<file path="config.mk">
export PLATFORM = sky130hd
export DESIGN_NAME = ocmp_unit
export DESIGN_NICKNAME = d
export VERILOG_FILES = /design/src/rtl/ocmp_pkg.sv /design/src/rtl/ocmp_chan_buf.sv /design/src/rtl/ocmp_match.sv /design/src/rtl/ocmp_unit.sv
export SDC_FILE = /design/constraint.sdc
export NUM_CORES = 1
export LEC_CHECK = 0
export ABC_AREA = 1
export BUFFER_PORTS_ARGS = -buffer_cell sky130_fd_sc_hd__clkbuf_2
export CORE_UTILIZATION = 53
export DETAILED_ROUTE_END_ITERATION = 10
export GPL_TIMING_DRIVEN = 0
export PLACE_DENSITY = 0.76
export SYNTH_ARGS = -nofsm -noshare
export SYNTH_HDL_FRONTEND = slang
export SYNTH_SLANG_ARGS = --single-unit
</file>
<file path="constraint.sdc">
create_clock -name clk_i -period 1.2 [get_ports clk_i]
set_input_delay 0.12 -clock clk_i [delete_from_list [all_inputs] [get_ports clk_i]]
set_output_delay 0.12 -clock clk_i [all_outputs]
set_load 0.02 [all_outputs]
</file>
<file path="src/rtl/ocmp_pkg.sv">
package ocmp_pkg;
  localparam int unsigned OC_CH    = 4;
  localparam int unsigned OC_CNT_W = 12;
  localparam int unsigned OC_LO_W  = 8;

  // upper half of the channels moves to counter 2 in dual mode
  function automatic logic use_cnt2(input int unsigned ch, input int unsigned half,
                                    input logic dual);
    return dual && (ch >= half);
  endfunction
endpackage

</file>
<file path="src/rtl/ocmp_chan_buf.sv">
module ocmp_chan_buf #(
  parameter int unsigned CNT_W = 12,
  parameter int unsigned LO_W  = 8
) (
  input  logic             clk_i,
  input  logic             rst_ni,
  input  logic             wr_hi_i,
  input  logic             wr_lo_i,
  input  logic [LO_W-1:0]  wr_data_i,
  input  logic             xfer_set_i,
  input  logic             ovf_i,
  output logic             pend_o,
  output logic [CNT_W-1:0] act_o
);
  localparam int unsigned HI_W = CNT_W - LO_W;

  logic [HI_W-1:0]  hold_q;
  logic [CNT_W-1:0] pre_q, act_q;
  logic             pend_q;
  logic             do_xfer;

  assign do_xfer = ovf_i && pend_q;

  always_ff @(posedge clk_i or negedge rst_ni) begin
    if (!rst_ni) begin
      hold_q <= '0;
      pre_q  <= '0;
    end else begin
      if (wr_hi_i) hold_q <= wr_data_i[HI_W-1:0];
      if (wr_lo_i) pre_q  <= {hold_q, wr_data_i};
    end
  end

  always_ff @(posedge clk_i or negedge rst_ni) begin
    if (!rst_ni) begin
      act_q  <= '0;
      pend_q <= 1'b0;
    end else begin
      if (do_xfer) act_q <= pre_q;
      pend_q <= (pend_q && !ovf_i) || xfer_set_i;
    end
  end

  assign pend_o = pend_q;
  assign act_o  = act_q;

  p_xfer_clr_r3: assert property (@(posedge clk_i) disable iff (!rst_ni)
    (ovf_i && pend_q && !xfer_set_i) |=> !pend_q);
  p_act_hold_r3: assert property (@(posedge clk_i) disable iff (!rst_ni)
    !(ovf_i && pend_q) |=> $stable(act_q));
endmodule

</file>
<file path="src/rtl/ocmp_match.sv">
module ocmp_match #(
  parameter int unsigned CNT_W = 12
) (
  input  logic             clk_i,
  input  logic             rst_ni,
  input  logic [CNT_W-1:0] cnt_i,
  input  logic [CNT_W-1:0] act_i,
  input  logic             clr_i,
  output logic             flag_o
);
  logic hit, hit_q, evt, flag_q;

  assign hit = (cnt_i == act_i) && (act_i != '0);
  assign evt = hit && !hit_q;  // one event per arrival at the value

  always_ff @(posedge clk_i or negedge rst_ni) begin
    if (!rst_ni) begin
      hit_q  <= 1'b0;
      flag_q <= 1'b0;
    end else begin
      hit_q <= hit;
      if (evt)        flag_q <= 1'b1;
      else if (clr_i) flag_q <= 1'b0;
    end
  end

  assign flag_o = flag_q;

  p_zero_nomatch_r6: assert property (@(posedge clk_i) disable iff (!rst_ni)
    (act_i == '0 && !flag_q) |=> !flag_q);
  p_stall_once_r7: assert property (@(posedge clk_i) disable iff (!rst_ni)
    (hit_q && !flag_q && cnt_i == act_i) |=> !flag_q);
  p_set_wins_r8: assert property (@(posedge clk_i) disable iff (!rst_ni)
    (clr_i && act_i != '0 && cnt_i == act_i && !hit_q) |=> flag_q);
endmodule

</file>
<file path="src/rtl/ocmp_unit.sv">
module ocmp_unit
  import ocmp_pkg::*;
#(
  parameter int unsigned CNT_W  = OC_CNT_W,
  parameter int unsigned NUM_CH = OC_CH,
  parameter int unsigned LO_W   = OC_LO_W
) (
  input  logic                      clk_i,
  input  logic                      rst_ni,
  input  logic [CNT_W-1:0]          cnt1_i,
  input  logic [CNT_W-1:0]          cnt2_i,
  input  logic                      ovf1_i,
  input  logic                      ovf2_i,
  input  logic                      dual_mode_i,
  input  logic [$clog2(NUM_CH)-1:0] wr_ch_i,
  input  logic                      wr_hi_i,
  input  logic                      wr_lo_i,
  input  logic [LO_W-1:0]           wr_data_i,
  input  logic [NUM_CH-1:0]         xfer_set_i,
  input  logic [NUM_CH-1:0]         flag_clr_i,
  input  logic                      irq_en_i,
  output logic [NUM_CH-1:0]         xfer_pend_o,
  output logic [NUM_CH-1:0]         flag_o,
  output logic                      irq_o
);
  localparam int unsigned SEL_W = $clog2(NUM_CH);
  localparam int unsigned HALF  = NUM_CH / 2;

  for (genvar g = 0; g < NUM_CH; g++) begin : g_ch
    logic             sel2, ovf_g, wsel;
    logic [CNT_W-1:0] cnt_g, act_g;

    assign sel2  = use_cnt2(g, HALF, dual_mode_i);
    assign ovf_g = sel2 ? ovf2_i : ovf1_i;
    assign cnt_g = sel2 ? cnt2_i : cnt1_i;
    assign wsel  = (wr_ch_i == SEL_W'(g));

    ocmp_chan_buf #(.CNT_W(CNT_W), .LO_W(LO_W)) u_buf (
      .clk_i      (clk_i),
      .rst_ni     (rst_ni),
      .wr_hi_i    (wr_hi_i && wsel),
      .wr_lo_i    (wr_lo_i && wsel),
      .wr_data_i  (wr_data_i),
      .xfer_set_i (xfer_set_i[g]),
      .ovf_i      (ovf_g),
      .pend_o     (xfer_pend_o[g]),
      .act_o      (act_g)
    );

    ocmp_match #(.CNT_W(CNT_W)) u_match (
      .clk_i  (clk_i),
      .rst_ni (rst_ni),
      .cnt_i  (cnt_g),
      .act_i  (act_g),
      .clr_i  (flag_clr_i[g]),
      .flag_o (flag_o[g])
    );
  end

  assign irq_o = irq_en_i && (|flag_o);
endmodule

</file>
# ---- Word level (Yosys, flattened, before mapping)
# Index checks and enable logic that the tools add are counted.
dict set report word_totals {
  reg_bits 124
  input_bits 50
  output_inout_bits 9
  elab_cells 86
}
dict set report classes {
  n_eq_ne 7
  muxes 10
  reduce_logical 45
}
# operator n
set op_table {}
lappend op_table {{equality test 12 bit} 4}
lappend op_table {{nonzero test 12 bit} 4}
lappend op_table {{logical AND 1 bit} 25}
lappend op_table {{2-to-1 mux 12 bit} 1}
lappend op_table {{2-to-1 mux 1 bit} 9}
lappend op_table {{nonzero test 2 bit} 4}
lappend op_table {{zero test 1 bit} 6}
lappend op_table {{equality test 2 bit, second input constant} 2}
lappend op_table {{logical OR 1 bit} 4}
lappend op_table {{OR reduction 4 bit} 1}
lappend op_table {{equality test 2 x 1 -> 1 bit, second input constant} 1}
lappend op_table {{zero test 2 bit} 1}

# ---- Depth between registers and ports, before layout
# Gate-level depths: netlist (run 1).
dict set report logic_depth {
  depth_word 5
  mapped_depth 12
  ltp_nobuf 10
}

# ---- By module
# Synthesis (run 1) repeated with hierarchy kept, for this count alone.
dict set report hier_totals {
  hier_cells 893
  hier_area_um2 6306.0
}
# mod instances cells_per_inst area_per_inst_um2 seq_area_each_um2
set modules_own_cells {}
lappend modules_own_cells {ocmp_chan_buf 4 121 1129.8 725.7}
lappend modules_own_cells {ocmp_match 4 88 381.6 50.0}
lappend modules_own_cells {ocmp_unit 1 57 260.2 0.0}

# ---- Worst setup path before layout (run 1)
# No wires, ideal clock.
dict set report synth_path {
  path_kind {flip-flop to flip-flop}
  start {register g_ch[1].u_buf.pend_q}
  end {register g_ch[1].u_buf.act_q[10]}
  setup_ps 125
  arrival_time_ps 1107
  t_required_ps 1075
  setup_slack_ps -32
  stages_incl_launch_ff 4
  n_path_buf 1
  period_less_slack_ps 1232
  cell_sequence {dfrtp_1 > nand2_1 > buf_2 > mux2_2}
}
dict set report synth_via {
  elab_chain_len 1
}
# element line
set synth_rtl {}
lappend synth_rtl {{start: declaration} ocmp_chan_buf.sv:19} ;# logic pend_q;
lappend synth_rtl {{start signal: assignment} ocmp_chan_buf.sv:40} ;# pend_q <= (pend_q && !ovf_i) || xfer_set_i;
lappend synth_rtl {{logical AND 1 bit} ocmp_chan_buf.sv:22} ;# assign do_xfer = ovf_i && pend_q;
lappend synth_rtl {{end signal: assignment} ocmp_chan_buf.sv:39} ;# if (do_xfer) act_q <= pre_q;
lappend synth_rtl {{end: declaration} ocmp_chan_buf.sv:18} ;# logic [CNT_W-1:0] pre_q, act_q;
# Every way passes these cells.
# A chain may end at the register's enable or synchronous reset.

# ---- Final worst setup path (run 1)
dict set report layout_path {
  start {register g_ch[2].u_match.flag_q}
  end {output port irq_o}
}
dict set report layout_via {
  elab_chain_len 2
}
# element line
set layout_rtl {}
lappend layout_rtl {{start: declaration} ocmp_match.sv:11} ;# logic hit, hit_q, evt, flag_q;
lappend layout_rtl {{start signal: assignment} ocmp_match.sv:19} ;# flag_q <= 1'b0;
lappend layout_rtl {{start signal: assignment} ocmp_match.sv:22} ;# if (evt) flag_q <= 1'b1;
lappend layout_rtl {{start signal: assignment} ocmp_match.sv:23} ;# else if (clr_i) flag_q <= 1'b0;
lappend layout_rtl {{OR reduction 4 bit} ocmp_unit.sv:60} ;# assign irq_o = irq_en_i && (|flag_o);
lappend layout_rtl {{logical AND 1 bit} ocmp_unit.sv:60}
lappend layout_rtl {{end: declaration} ocmp_unit.sv:24} ;# output logic irq_o
# Every way passes these cells.

==> metrics.cfg, run 1 <==
[worst_setup_path]
r2r-start = g_ch[2].u_buf.pend_o
end_kind = output pin
required_ns = 1.08
setup.worst_path.end = irq_o
ff2ff_path_depth = 5
slowest_stage = dfrtp_1
crit_path_start_kind = flip-flop
timing.rr.end = g_ch[2].u_buf.act_o[1]
cpPeakStageDelay_ns = 0.39
regToRegSetupSlack_ns = 0.01
crit_fanout = 2
crit_chain = inv_2 -> nand3_2 -> o21a_1 -> clkbuf_8
cp_data_arrival_time_ns = 1.44
path_class = reg -> out
cp-startpoint = g_ch[2].u_match.flag_o

[routing]
viasPerCell = 5.42
vias = 4863
ant_nets = 0
post_drt_wl_per_cell_um = 17.0
totalWireLength_mm = 15.3
drtIter0Drc = 372
drc = 0
first_pass_iters = 5

[synth]
synth_nets = 704
syn-instance-count = 654
syn_avg_cell_area_sq_um = 8.91
async_reset_ff_frac = 1.00
synth_edf_count = 0
syn_area_sq_um = 5830
synth_top_area_cell = dfrtp_1
ys_top_cells_by_area = dfrtp_1 53%, nand2_1 9.6%, mux2_2 6.6%
synth_ff_type = dfrtp_1
synth_top_area_share = 0.533
yosys_warnings = 0
synth-seq-cells = 124
ys_types = 28
seq_area_frac_synth = 0.533

[cts]
cts_max_level = 4
cts_tree = done
clock_latency_ns = 0.52
cts_made_buffers = 17
path_clk_slew_ns = 0.06
cts.sinks = 124
cts-root-buf = clkbuf_8
cts_buffer_depth = 2

[floorplan]
die_x_um = 107
coreArea_sq_um = 10500
die_h_um = 107
core.rowCount = 37
die_area_sq_um = 11400
initial_utilization = 0.554
io_pins = 59

[sta]
fmax_mhz = 643
min_period_ns = 1.56
hold_violations = 1
slew_headroom = 0.732
grt_setup_unrepaired = yes
worst_pin_slew_ns = 0.403
tns_ns = -1.12
slew_viol_final = 0
hold-worst-slack_ns = -0.0247
skew_ns = 0.00497
setup_viol = 8
period_share = 1.30
worst_slack_ns = -0.356

[grt]
track_usage = 0.283
antenna_found_initial = 0
first_global_vias = 4826
grt_pass1_wl_mm = 24.1
grt_overflow_total = 0
grt_max_degree = 83

[layout]
final_cell_mix = 143 x nand2_1, 123 x dfrtp_1, 65 x nor2_1, 52 x inv_1, 49 x o21ai_0
nNetsFinal = 799
fin_cells = 898
drive_gt1_frac = 0.257
areaGrowthSynthToFinish_pct = 26.5
final_util = 0.701
layout_commonest_cell = nand2_1
antenna_cells = 0
stdcell_area_sq_um = 7370

[run_status]
violations = negative hold slack, negative setup slack
outcome = finished, violations left

[power_and_ir_drop]
p_per_area_nw_per_um2 = 1900
p_int_mw = 10.0
power_frac_clock = 0.411
p_leak_nw = 3.69
p_comb_frac = 0.180
sequentialPowerShare = 0.410
swShare = 0.285
p_switching_mw = 4.00
ir_worst_vdd_v = 0.000922

[placement]
post-place-cells = 848
place_ws_ns = -0.159
gp_congestion = 0.903
port_buffers = 57
placed_area_sq_um = 6320
dpl.hpwl_mm = 10.6

[job]
maxCapViolCount = 0

[min_path]
hold_class = in -> reg

[registers in the layout (all words and copies together), names as in the netlist]
| name | flops |
|---|---|
| g_ch.u_buf.act_o | 48 |
| g_ch.u_buf.pre_q | 48 |
| g_ch.u_buf.hold_q | 16 |
| g_ch.u_buf.pend_o | 4 |
| g_ch.u_match.flag_o | 4 |
| g_ch.u_match.hit_q | 4 |
[how the worst min path moves through the flow]
stage | end | from | depth (start not counted)
floorplan | g_ch[0].u_buf.act_o[0] | rst_ni | 0
global placement | g_ch[1].u_buf.pend_o | xfer_set_i[1] | 2
detailed placement | g_ch[0].u_buf.hold_q[1] | rst_ni | 1
CTS | g_ch[3].u_buf.pre_q[8] | wr_lo_i | 3
global route | g_ch[3].u_buf.pend_o | ovf2_i | 4
finish | g_ch[3].u_buf.pend_o | ovf2_i | 4
[critical path: cells and delay by family, from the launching register on]
family                 cells  cell delay [ns]
AO/OA/AOI/OAI              1             0.20
flip-flops                 1             0.39
buffers and inverters      2             0.23
AND/OR/NAND/NOR            1             0.10
[per-stage QoR]
step           hold WS (ns)  power [mW]
6_report            -0.0247        14.0
5_1_grt             0.00795        14.6
4_1_cts             0.00543        13.9
3_5_place_dp         0.0740        8.02
3_3_place_gp          0.305        7.86
2_1_floorplan        -0.176        7.17
[cells in the mapped netlist, types with 8 or more instances]
library cell  instances
a21oi_1              36
dfrtp_1             124
mux2_2               34
nand3_1              41
nor2_1               77
xnor2_1              16
inv_1                57
buf_2                 9
nand2_2               8
buf_4                 8
o21ai_0              49
nand2_1             149
[final cells by class]
class / instances / area, sq um
Fill cell: 761 / 3140
Sequential cell: 124 / 3100
Multi-Input combinational cell: 447 / 2430
Timing Repair Buffer: 80 / 597
Clock buffer: 18 / 428
Clock inverter: 14 / 239
Inverter: 58 / 223
Buffer: 21 / 175
Tap cell: 136 / 170
[kinds of logic after synthesis]
| family | synth area share |
|---|---|
| AOI/OAI and AO/OA | 0.0810 |
| xor gates and xnor gates | 0.0331 |
| buffers and inverters | 0.0668 |
| DFF | 0.533 |
| muxes | 0.0657 |
| and+or+nand+nor | 0.221 |
[routing by layer]
| metal | routed length, um | track usage | share of wire | vias to the layer above |
|---|---|---|---|---|
| li1 | - | - | - | 2292 |
| met1 | 6690 | 0.365 | 0.44 | 2352 |
| met2 | 7330 | 0.465 | 0.48 | 182 |
| met3 | 778 | 0.0517 | 0.051 | 37 |
| met4 | 465 | 0.129 | 0.030 | 0 |
| met5 | 0 | 0 | 0 | - |
[power groups by stage]
stage | sequential (mW) | clock [mW] | combinational (mW)
after global routing | 5.82 | 5.99 | 2.82
final | 5.74 | 5.76 | 2.52
after floorplan | 5.49 | 0 | 1.68
after detailed placement | 5.73 | 0 | 2.29
after CTS | 5.69 | 5.79 | 2.43
after global placement | 5.68 | 0 | 2.18
[timing repair]
action / in CTS / in global routing
pin swaps: 0 / 9
hold buffers: 15 / 0
gates resized for setup: 25 / 43
setup endpoints to repair: 28 / 49
hold endpoints to repair: 148 / 0
buffers inserted: 5 / 3
No activity file was read; power rests on OpenSTA's default activity.
==> run 2, diff against run 1 <==
--- a/config.mk
+++ b/config.mk
@@ -10,7 +10,7 @@
 export CORE_UTILIZATION = 53
 export DETAILED_ROUTE_END_ITERATION = 10
 export GPL_TIMING_DRIVEN = 0
-export PLACE_DENSITY = 0.76
+export PLACE_DENSITY = 0.85
 export SYNTH_ARGS = -nofsm -noshare
 export SYNTH_HDL_FRONTEND = slang
 export SYNTH_SLANG_ARGS = --single-unit
==> run 2 against run 1 <==
The flow still finishes with violations (negative hold slack, negative setup slack); utilization decreased by 0.92 points; fmax rose by 2.0%; highest routed layer unchanged; non-clock buffer count rose by 2; die area stayed put; count of clock-buffer cells in the layout unchanged; clock skew is 0.00061 ns lower; sequential share of layout area is 0.58 points higher; worst setup slack better by 0.030 ns; critical endpoint unchanged; global-route usage increased by 0.28 points; sequential power hardly changed; routed wire length is 1.0% higher.
==> metrics.cfg, run 2 (synthesis gave the netlist of run 1 again) <==
[grt]
first_global_vias = 4879  ; +1.1%
track_usage = 0.286  ; +0.00282
antenna_found_initial = 0  ; unchanged
grt_max_degree = 125  ; +51%
grt_overflow_total = 0  ; unchanged
grt_pass1_wl_mm = 24.2  ; +0.60%

[worst_setup_path]
path_class = reg -> out
cp_data_arrival_time_ns = 1.41  ; -0.03 ns
cpPeakStageDelay_ns = 0.39  ; about the same
crit_chain = inv_2 -> nand3_2 -> o21a_1 -> clkbuf_8
path_delay_family = flip-flops
crit_fanout = 2  ; unchanged
end_kind = output pin
required_ns = 1.08  ; about the same
path_buf_inv = 2  ; unchanged
slowest_stage = dfrtp_1
crit_path_start_kind = flip-flop

[cts]
cts.sinks = 124  ; unchanged
cts_max_level = 4  ; unchanged
cts_tree = done
cts_made_buffers = 17  ; unchanged
cts-root-buf = clkbuf_8
path_clk_slew_ns = 0.06  ; about the same
cts_buffer_depth = 2  ; unchanged
clock_latency_ns = 0.52  ; about the same

[floorplan]
die_x_um = 107  ; unchanged
io_pins = 59  ; unchanged
die_area_sq_um = 11400  ; unchanged
die_h_um = 107  ; unchanged
core.rowCount = 37  ; unchanged
initial_utilization = 0.554  ; unchanged
coreArea_sq_um = 10500  ; unchanged

[layout]
nNetsFinal = 801  ; +0.25%
antenna_cells = 0  ; unchanged
final_cell_mix = 146 x nand2_1, 122 x dfrtp_1, 65 x nor2_1, 54 x inv_1, 49 x o21ai_0
areaGrowthSynthToFinish_pct = 24.8
drive_gt1_frac = 0.255  ; -0.00198
layout_commonest_cell = nand2_1

[sta]
setup_viol = 9  ; +1
slew_headroom = 0.401  ; -0.330
hold-worst-slack_ns = -0.0503  ; -0.0256 ns
slew_viol_final = 0  ; unchanged
worst_pin_slew_ns = 0.898  ; +0.495 ns
tns_ns = -1.10  ; +0.0228 ns
worst_slack_ns = -0.326  ; +0.0303 ns
fmax_mhz = 655  ; +2.0%
hold_violations = 2  ; +1
skew_ns = 0.00436  ; -0.000608 ns
period_share = 1.27  ; -0.0253
min_period_ns = 1.53  ; -0.0303 ns
grt_setup_unrepaired = yes

[placement]
gp_congestion = 0.936  ; +3.7%
port_buffers = 57  ; unchanged
dpl.hpwl_mm = 10.6  ; +0.26%

[min_path]
hold_class = in -> reg

[power_and_ir_drop]
p_leak_nw = 3.65  ; -1.1%
ir_worst_vdd_v = 0.00119  ; +29%
p_per_area_nw_per_um2 = 1810  ; -4.7%
total_power_mw = 13.2  ; -6.0%

[routing]
viasPerCell = 5.47  ; +1.0%
post_drt_wl_per_cell_um = 17.1  ; +0.80%
ant_nets = 0  ; unchanged
vias = 4924  ; +1.3%
drc = 0  ; unchanged
first_pass_iters = 5  ; unchanged
drtIter0Drc = 319  ; -14%
totalWireLength_mm = 15.4  ; +1.0%

[job]
maxCapViolCount = 0  ; unchanged

[run_status]
violations = negative hold slack, negative setup slack
outcome = finished, violations left

==> run 2: final timing paths <==
kind	start	depth (start not counted)	endpoint	slack, ns
worst max-delay path	g_ch[2].u_match.flag_o	4	irq_o	-0.33
worst min-delay path	ovf2_i	4	g_ch[3].u_buf.pend_o	-0.05
worst max register to register	g_ch[2].u_buf.act_o[9]	8	g_ch[2].u_match.flag_o	0.03
worst min register to register	g_ch[3].u_buf.hold_q[0]	2	g_ch[3].u_buf.hold_q[0]	0.49
max in group asynchronous	rst_ni	2	g_ch[3].u_buf.act_o[11]	0.24
min in group asynchronous	rst_ni	2	g_ch[0].u_buf.hold_q[0]	0.29
==> run 2: routing by layer <==
layer / part of all wire / GRT usage / up-vias
met5: 0 / 0 / -
met3: 0.063 / 0.0675 / 39
met4: 0.032 / 0.125 / 0
met2: 0.49 / 0.481 / 213
met1: 0.41 / 0.350 / 2365
li1: - / - / 2307
==> run 2: final cells by class <==
type                    count  area [sq um]
fillers                   746          3240
clock buffers              18           418
plain buffers              22           178
flip-flops and latches    124          3110
repair buffers             81           598
multi-input cells         447          2430
clock inverters            14           146
inverters                  58           223
well taps                 136           170
==> run 2: power breakdown <==
group / total, mW / switching (mW) / leakage, nW / internal [mW]
combinational: 2.60 / 1.43 / 1.85 / 1.16
clock: 4.85 / 1.90 / 0.271 / 2.95
sequential: 5.73 / 0.710 / 1.52 / 5.02
==> run 2: worst register-to-register path, cell delays in order, from the launching register on <==
cell	delay, ns
dfrtp_1	0.40
nor2_1	0.13
nand3_1	0.14
nor2_4	0.14
nor2_1	0.05
nand2_1	0.07
nor2_2	0.04
nand3_1	0.06
nand2_1	0.06
==> run 2: per-stage QoR <==
| step | hold WS, ns | worst slack [ns] | instance area (sq um) | std cells | util |
|---|---|---|---|---|---|
| finish | -0.0503 | -0.326 | 7270 | 900 | 0.692 |
| global route | 0.00263 | -0.364 | 7270 | 900 | 0.692 |
| CTS | 0.00618 | -0.329 | 7150 | 896 | 0.680 |
| detailed placement | 0.313 | -0.152 | 6300 | 847 | 0.599 |
| global placement | 0.305 | -1.70 | 6290 | 847 | 0.598 |
| floorplan | -0.176 | 0.00653 | 5830 | 654 | - |
==> run 2: timing repair <==
action / CTS / global route
hold buffers: 16 / 0
setup buffers: 4 / 6
resized for setup: 23 / 37
pin swaps: 0 / 21
endpoints found under the hold margin: 147 / 0
endpoints found under the setup margin: 25 / 41
